### config.mk
export PLATFORM = sky130hd
export DESIGN_NAME = wdt_dual_top
export DESIGN_NICKNAME = d
export VERILOG_FILES = /design/src/rtl/wdt_pkg.sv /design/src/rtl/wdt_period_sel.sv /design/src/rtl/wdt_count.sv /design/src/rtl/wdt_ctrl.sv /design/src/rtl/wdt_dual_top.sv
export SDC_FILE = /design/constraint.sdc
export NUM_CORES = 1
export LEC_CHECK = 0
export ABC_AREA = 1
export BUFFER_PORTS_ARGS = -buffer_cell sky130_fd_sc_hd__buf_2
export CAP_MARGIN = 10
export CORE_MARGIN = 2
export CORE_UTILIZATION = 59
export DETAILED_ROUTE_END_ITERATION = 12
export GPL_ROUTABILITY_DRIVEN = 0
export MAX_ROUTING_LAYER = met4
export PLACE_DENSITY = 0.77
export SLEW_MARGIN = 20
export SYNTH_ARGS = -nofsm -noshare
export SYNTH_HDL_FRONTEND = slang
export SYNTH_SLANG_ARGS = --single-unit
export TNS_END_PERCENT = 1
### constraint.sdc
create_clock -name clk -period 1.9 [get_ports clk]
set_input_delay 0.19 -clock clk [delete_from_list [all_inputs] [get_ports clk]]
set_output_delay 0.19 -clock clk [all_outputs]
set_load 0.02 [all_outputs]
### src/rtl/wdt_pkg.sv
package wdt_pkg;

  typedef struct packed {
    logic irq_hit;
    logic rst_hit;
  } wdt_hit_t;

  localparam int NUM_PERIODS = 4;

  function automatic int period_exp(input int base_exp, input int step_exp, input int idx);
    return base_exp + step_exp * idx;
  endfunction

endpackage

### src/rtl/wdt_period_sel.sv
module wdt_period_sel
  import wdt_pkg::*;
#(
  parameter int BASE_EXP  = 17,
  parameter int STEP_EXP  = 3,
  parameter int RST_DELAY = 512,
  parameter int CW        = 27
) (
  input  logic          clk,
  input  logic          rst_n,
  input  logic [1:0]    period_sel,
  output logic [CW-1:0] irq_last,
  output logic [CW-1:0] rst_last,
  output logic          sel_chg
);

  logic [CW-1:0] irq_tab [NUM_PERIODS];
  logic [CW-1:0] rst_tab [NUM_PERIODS];

  for (genvar g = 0; g < NUM_PERIODS; g++) begin : g_lim
    localparam int            EXP_G = period_exp(BASE_EXP, STEP_EXP, g);
    localparam logic [CW-1:0] LIM_I = CW'((64'd1 << EXP_G) - 64'd1);
    localparam logic [CW-1:0] LIM_R = CW'((64'd1 << EXP_G) + 64'(RST_DELAY) - 64'd1);
    assign irq_tab[g] = LIM_I;
    assign rst_tab[g] = LIM_R;
  end

  logic [1:0] sel_q, sel_d;

  always_comb begin
    sel_d    = period_sel;
    sel_chg  = (period_sel != sel_q);
    irq_last = irq_tab[period_sel];
    rst_last = rst_tab[period_sel];
  end

  always_ff @(posedge clk or negedge rst_n) begin
    if (!rst_n) sel_q <= 2'd0;
    else        sel_q <= sel_d;
  end

endmodule

### src/rtl/wdt_count.sv
module wdt_count
  import wdt_pkg::*;
#(
  parameter int CW = 27
) (
  input  logic          clk,
  input  logic          rst_n,
  input  logic          clr,
  input  logic [CW-1:0] irq_last,
  input  logic [CW-1:0] rst_last,
  output wdt_hit_t      hit
);

  logic [CW-1:0] cnt_q, cnt_d;
  logic          at_irq, at_rst;

  always_comb begin
    at_irq      = (cnt_q == irq_last);
    at_rst      = (cnt_q == rst_last);
    hit.irq_hit = at_irq && !clr;
    hit.rst_hit = at_rst && !clr;
    if (clr || at_rst) cnt_d = '0;
    else               cnt_d = cnt_q + 1'b1;
  end

  always_ff @(posedge clk or negedge rst_n) begin
    if (!rst_n) cnt_q <= '0;
    else        cnt_q <= cnt_d;
  end

endmodule

### src/rtl/wdt_ctrl.sv
module wdt_ctrl
  import wdt_pkg::*;
(
  input  logic     clk,
  input  logic     rst_n,
  input  wdt_hit_t hit,
  input  logic     restart_req,
  input  logic     ta_ok,
  input  logic     rst_en_wr,
  input  logic     rst_en_din,
  input  logic     irq_en,
  input  logic     irq_flag_clr,
  input  logic     cause_clr,
  output logic     restart_ok,
  output logic     irq_flag,
  output logic     wdt_irq,
  output logic     rst_en_q,
  output logic     cause_flag,
  output logic     sys_rst_req
);

  logic fire;
  logic irq_d, en_d, cause_d, req_d;
  logic en_we;

  always_comb begin
    restart_ok = restart_req && ta_ok;
    fire       = hit.rst_hit && rst_en_q;
    en_we      = rst_en_wr && ta_ok;

    if (fire)              irq_d = 1'b0;
    else if (hit.irq_hit)  irq_d = 1'b1;
    else if (irq_flag_clr) irq_d = 1'b0;
    else                   irq_d = irq_flag;

    if (fire)       en_d = 1'b0;
    else if (en_we) en_d = rst_en_din;
    else            en_d = rst_en_q;

    if (fire)           cause_d = 1'b1;
    else if (cause_clr) cause_d = 1'b0;
    else                cause_d = cause_flag;

    req_d   = fire;
    wdt_irq = irq_flag && irq_en;
  end

  always_ff @(posedge clk or negedge rst_n) begin
    if (!rst_n) begin
      irq_flag    <= 1'b0;
      rst_en_q    <= 1'b0;
      cause_flag  <= 1'b0;
      sys_rst_req <= 1'b0;
    end else begin
      irq_flag    <= irq_d;
      rst_en_q    <= en_d;
      cause_flag  <= cause_d;
      sys_rst_req <= req_d;
    end
  end

endmodule

### src/rtl/wdt_dual_top.sv
module wdt_dual_top
  import wdt_pkg::*;
#(
  parameter int BASE_EXP  = 17,
  parameter int STEP_EXP  = 3,
  parameter int RST_DELAY = 512
) (
  input  logic       clk,
  input  logic       rst_n,
  input  logic [1:0] period_sel,
  input  logic       restart_req,
  input  logic       ta_ok,
  input  logic       rst_en_wr,
  input  logic       rst_en_din,
  input  logic       irq_en,
  input  logic       irq_flag_clr,
  input  logic       cause_clr,
  output logic       irq_flag,
  output logic       wdt_irq,
  output logic       rst_en_q,
  output logic       cause_flag,
  output logic       sys_rst_req
);

  localparam int MAX_EXP = period_exp(BASE_EXP, STEP_EXP, NUM_PERIODS - 1);
  localparam int CW      = MAX_EXP + 1;

  logic [CW-1:0] irq_last, rst_last;
  logic          sel_chg, restart_ok, cnt_clr;
  wdt_hit_t      hit;

  assign cnt_clr = restart_ok || sel_chg;

  wdt_period_sel #(
    .BASE_EXP (BASE_EXP),
    .STEP_EXP (STEP_EXP),
    .RST_DELAY(RST_DELAY),
    .CW       (CW)
  ) u_sel (
    .clk       (clk),
    .rst_n     (rst_n),
    .period_sel(period_sel),
    .irq_last  (irq_last),
    .rst_last  (rst_last),
    .sel_chg   (sel_chg)
  );

  wdt_count #(.CW(CW)) u_cnt (
    .clk     (clk),
    .rst_n   (rst_n),
    .clr     (cnt_clr),
    .irq_last(irq_last),
    .rst_last(rst_last),
    .hit     (hit)
  );

  wdt_ctrl u_ctrl (
    .clk         (clk),
    .rst_n       (rst_n),
    .hit         (hit),
    .restart_req (restart_req),
    .ta_ok       (ta_ok),
    .rst_en_wr   (rst_en_wr),
    .rst_en_din  (rst_en_din),
    .irq_en      (irq_en),
    .irq_flag_clr(irq_flag_clr),
    .cause_clr   (cause_clr),
    .restart_ok  (restart_ok),
    .irq_flag    (irq_flag),
    .wdt_irq     (wdt_irq),
    .rst_en_q    (rst_en_q),
    .cause_flag  (cause_flag),
    .sys_rst_req (sys_rst_req)
  );

endmodule

* Word level (Yosys, flattened, before mapping)
Index checks and enable logic that the tools add are counted.
** Cells by class
- Add/sub/neg operators :: 1
- Order comparisons :: 1
- Equal/unequal tests :: 3
- Multiplexer cells :: 14
- Bitwise operators :: 1
- Reductions and logical operators :: 12
** Operators by type and width (number)
- 27-bit two-way mux :: 5
- 27-bit binary-select mux with 2-bit select :: 2
- 27-bit equality test :: 2
- 27-bit by 1-bit adder with 27-bit output, second input constant :: 1
- 1-bit two-way mux :: 7
- 1-bit logical AND :: 6
- 2-bit nonzero test :: 2
- 3-bit >= comparator, second input constant :: 1
- 2-bit NOT with 3-bit output :: 1
- 3-bit nonzero test :: 1
- 1-bit logical OR :: 2
- 2-bit inequality test :: 1
- 1-bit logical NOT :: 1
** Storage, ports and cells
- Word-level logic and storage cells :: 38
- Bits in registers :: 33
- Output and inout port bits :: 5

* Longest topological paths before layout
- Word-level depth :: 8
- Mapped depth :: 11

* Cells and area by module
From an unflattened synthesis, not the netlist that was laid out.
** Unflattened totals
- Cell total of the unflattened synthesis :: 443
- Area total of the unflattened synthesis :: 2991.6 µm²
** Modules (own cells, without submodules)
- wdt_count :: cells each 352, area each 2328.5 µm², seq. area each 675.6 µm², times used 1
- wdt_period_sel :: cells each 67, area each 483.0 µm², seq. area each 50.0 µm², times used 1
- wdt_ctrl :: cells each 21, area each 168.9 µm², seq. area each 100.1 µm², times used 1
- wdt_dual_top :: cells each 3, area each 11.3 µm², seq. area each 0.0 µm², times used 1

* Worst setup path before layout
Ideal clock, no wire load.
- Path kind :: register -> register
- Start :: register u_cnt.cnt_q[0]
- End :: register u_cnt.cnt_q[24]
- Period minus slack after synthesis :: 1.485 ns
- Data required time :: 1.782 ns
- Setup time :: 0.118 ns
- Cell stages (with the launch flop) :: 12
- Arrival :: 1.367 ns
- Setup slack :: 0.415 ns
- Path buffers :: 1
- Cell sequence :: dfrtp_1 ha_1 nand2_1 inv_2 nand2_4 inv_2 nand2_2 nor2_4 nand3_4 nand2_4 buf_6 nor2_1
** On the way
- Cells in the longest elaborated chain, start to end :: 3
** RTL lines
- from (decl) :: line wdt_count.sv:14 : logic [CW-1:0] cnt_q, cnt_d;
- from (signal assigned) :: line wdt_count.sv:28 : else cnt_q <= cnt_d;
- parallel branches: the longest is 2 deep, another holds 27-bit by 1-bit adder with 27-bit output
- 27-bit two-way mux (*) :: line wdt_count.sv:22 : if (clr || at_rst) cnt_d = '0;
- net u_cnt.cnt_d[24] :: line wdt_count.sv:14
Mark *: on every way through the listed nets, which the timed path passes.
A chain may end at the register's enable or synchronous reset.

* Worst setup path in the final report
- Start :: register u_cnt.cnt_q[0]
- End :: register u_cnt.cnt_q[13]
The elaborated chain is that of the path after synthesis.

==> metrics.yaml <==
worst_setup_path:
  r2r_cells: 10
  crit_family: "simple AND/OR/NAND/NOR gates"
  endpoint_kind: "register"
  cp.arrival_ns: 1.89
  start_kind: "register"
  cp_data_required_time_ns: 2.12
  path_class: "reg -> reg"
  crit_chain: "ha_1 > nand2_1 > inv_2 > nand2_4 > inv_2 > nand2_2 > nor2_4 > nand3_4 > nand2_4 > nor2_1"
  critPathBufInv: 2
  cp_slowest_cell: "dfrtp_1"
  cp_max_fo: 25
  cp.depth: 10
  slowest_delay_ns: 0.41
drt:
  wire_per_inst_um: 12.3
  wl_mm: 4.42
  route.detailed.drc: 0
  drtPass1Iterations: 4
  antenna_left: 0
  drtIter0Drc: 148
  via_count: 1811
  via_per_inst: 5.04
floorplan:
  die_x_um: 63.1
  io_pins: 16
  initial_core_util_pct: 61.8
  core_um2: 3340
  die_h_um: 63.1
  rows: 21
  die-area_um2: 3990
grt:
  grt_usage_pct: 25.8
  antenna_found_initial: 0
  grt_overflow: 0
  grt_max_degree: 34
  grt_pass1_vias: 1726
  grt_pass1_wl_mm: 7.72
cts:
  post_cts_resize_count: 0
  cts.sinks: 33
  clk_latency_ns: 0.34
  clk_root_buffer_cell: "clkbuf_4"
  post_cts_buffers: 0
  htreeDepth: 2
  cts_tree: "yes"
  cts_buffers: 5
  clock_path_buffers: 2
  clk_pin_slew_ns: 0.11
flow_run:
  drv_cap: 0
yosys:
  synth_cells: 291
  yosys-top-cells-count: "nand2_1, nor2_1, inv_1, dfrtp_1, nand3_1"
  netlist.area_leader.share_pct: 40.0
  synth_edf_count: 0
  synth_largest_area_cell: "dfrtp_1"
  syn_area_per_cell_um2: 7.09
  ys_seq_area_share_pct: 40.0
  yosys_most_used_dff: "dfrtp_1"
  synth_area_leaders: "dfrtp_1, nand2_1, nor2_1"
  netlist_area_um2: 2060
  synth_seq_cells: 33
  synth_fp_nets: 303
  yosysMostFrequentCell: "nand2_1"
  yosysUniqueCellTypes: 29
  yosysWarnings: 0
  synthArstFlopShare_pct: 100
sta:
  setup_viol: 0
  fin_crit_ns: 1.67
  period_share_pct: 88.1
  skew_ns: 0.0110
  grt_setup_unrepaired: "no"
  slew_viol_final: 0
  timing.fmax_mhz: 597
  tightest_slew_ns: 0.717
  fin_tns_setup_ns: 0
  final_hold_viol_count: 0
  max-slew-margin-rel_pct: 52.2
finish:
  layout-drive-gt1-share_pct: 13.4
  nFillCells: 311
  seqCellArea_um2: 826
  syn2layout_area_growth_pct: 9.58
  multi_input_area_um2: 1050
  n_antenna_cell: 0
  layoutNonFillerInstCount: 359
  nNetsFinal: 324
hold_path:
  hold-path-cell-count: 2
  worstHoldPathType: "in -> reg"
power_and_ir_drop:
  power_density_nw_per_um2: 606
  leakage_nw: 1.04
  ir_drop_mv: 0.613
run_status:
  status: "completed"
placement:
  dp.final_hpwl_mm: 3.38
  dpl.cell_count: 350
  portBuffers: 15
## worst paths after layout
| path | start | to | slack [ns] |
|---|---|---|---|
| max in group asynchronous | rst_n | u_cnt.cnt_q[16] | 1.01 |
| worst min-delay path | cause_clr | u_ctrl.cause_flag | 0.03 |
| worst max-delay path | u_cnt.cnt_q[0] | u_cnt.cnt_q[13] | 0.23 |
| worst max register to register | u_cnt.cnt_q[0] | u_cnt.cnt_q[13] | 0.23 |
| min in group asynchronous | rst_n | u_cnt.cnt_q[12] | 0.43 |
| worst min register to register | u_cnt.cnt_q[0] | u_cnt.cnt_q[0] | 0.52 |
## metal layers
| layer | GRT usage [%] | share of wire, % | wire, um | vias up |
|---|---|---|---|---|
| li1 | - | - | - | 944 |
| met1 | 34.0 | 45 | 2010 | 809 |
| met2 | 38.7 | 46 | 2040 | 52 |
| met3 | 6.96 | 6.8 | 301 | 6 |
| met4 | 8.89 | 1.7 | 73 | 0 |
| met5 | - | 0 | 0 | - |
## final cells by class
cell class | instances | area share (%)
multi-input combinational | 216 | 46.6
inverter | 39 | 6.47
sequential | 33 | 36.5
clock inverter | 1 | 1.33
tap | 46 | 2.55
timing repair buffer | 17 | 4.10
clock buffer | 7 | 2.43
## where the power goes
group / total [W] / internal (W) / leakage, nW / switching (W)
combinational: 0.0000922 / 0.0000276 / 0.535 / 0.0000646
sequential: 0.000716 / 0.000710 / 0.454 / 0.00000631
clock: 0.000561 / 0.000314 / 0.0455 / 0.000247
total: 0.00137 / 0.00105 / 1.04 / 0.000318
## kinds of logic (layout without fill, tap and decap cells)
group           count (synthesis)  in the layout  share of synthesized area (%)
compound gates                 14             14                           4.00
fa+ha+maj                       1              1                          0.606
simple gates                  189            189                           41.4
buf+inv                        42             64                           8.91
flops                          33             33                           40.0
xor+xnor                       12             12                           5.09
## through the flow
| step | power, W | worst slack, ns | instance area, um2 | hold slack, ns | util (%) |
|---|---|---|---|---|---|
| floorplan | 0.000792 | 0.415 | 2060 | -0.106 | - |
| global placement | 0.000821 | 0.281 | 2170 | 0.290 | 64.9 |
| detailed placement | 0.000823 | 0.235 | 2170 | 0.290 | 64.9 |
| CTS | 0.00138 | 0.213 | 2260 | 0.0256 | 67.8 |
| global route | 0.00143 | 0.0760 | 2260 | 0.0180 | 67.8 |
| finish | 0.00137 | 0.226 | 2260 | 0.0303 | 67.8 |
## sequential cells by signal (all words and copies together), names as in the netlist
name	cells
u_cnt.cnt_q	27
u_ctrl.rst_en_q	1
u_ctrl.sys_rst_req	1
u_ctrl.cause_flag	1
u_ctrl.irq_flag	1
u_sel.sel_q	2
## cell usage in the layout, fill, tap and decap left out, drive strengths merged, types with 4 or more instances in the layout
master  instances
nand2          79
nor2           68
inv            39
dfrtp          33
nand3          20
buf            16
nor3           16
xor2            8
a21oi           7
clkbuf          7
xnor2           4
o21ai           4
## worst reg2reg max path: cells and delay by family (launching register included)
kind,cells,cell delay [ns]
adders and majority gates,1,0.21
buffers and inverters,2,0.14
DFF,1,0.41
and+or+nand+nor,7,0.80
## timing repair
item,in CTS,in global routing
hold buffers,1,0
endpoints found under the hold margin,33,0
setup endpoints to repair,0,0
No activity file was read; power rests on OpenSTA's default activity.
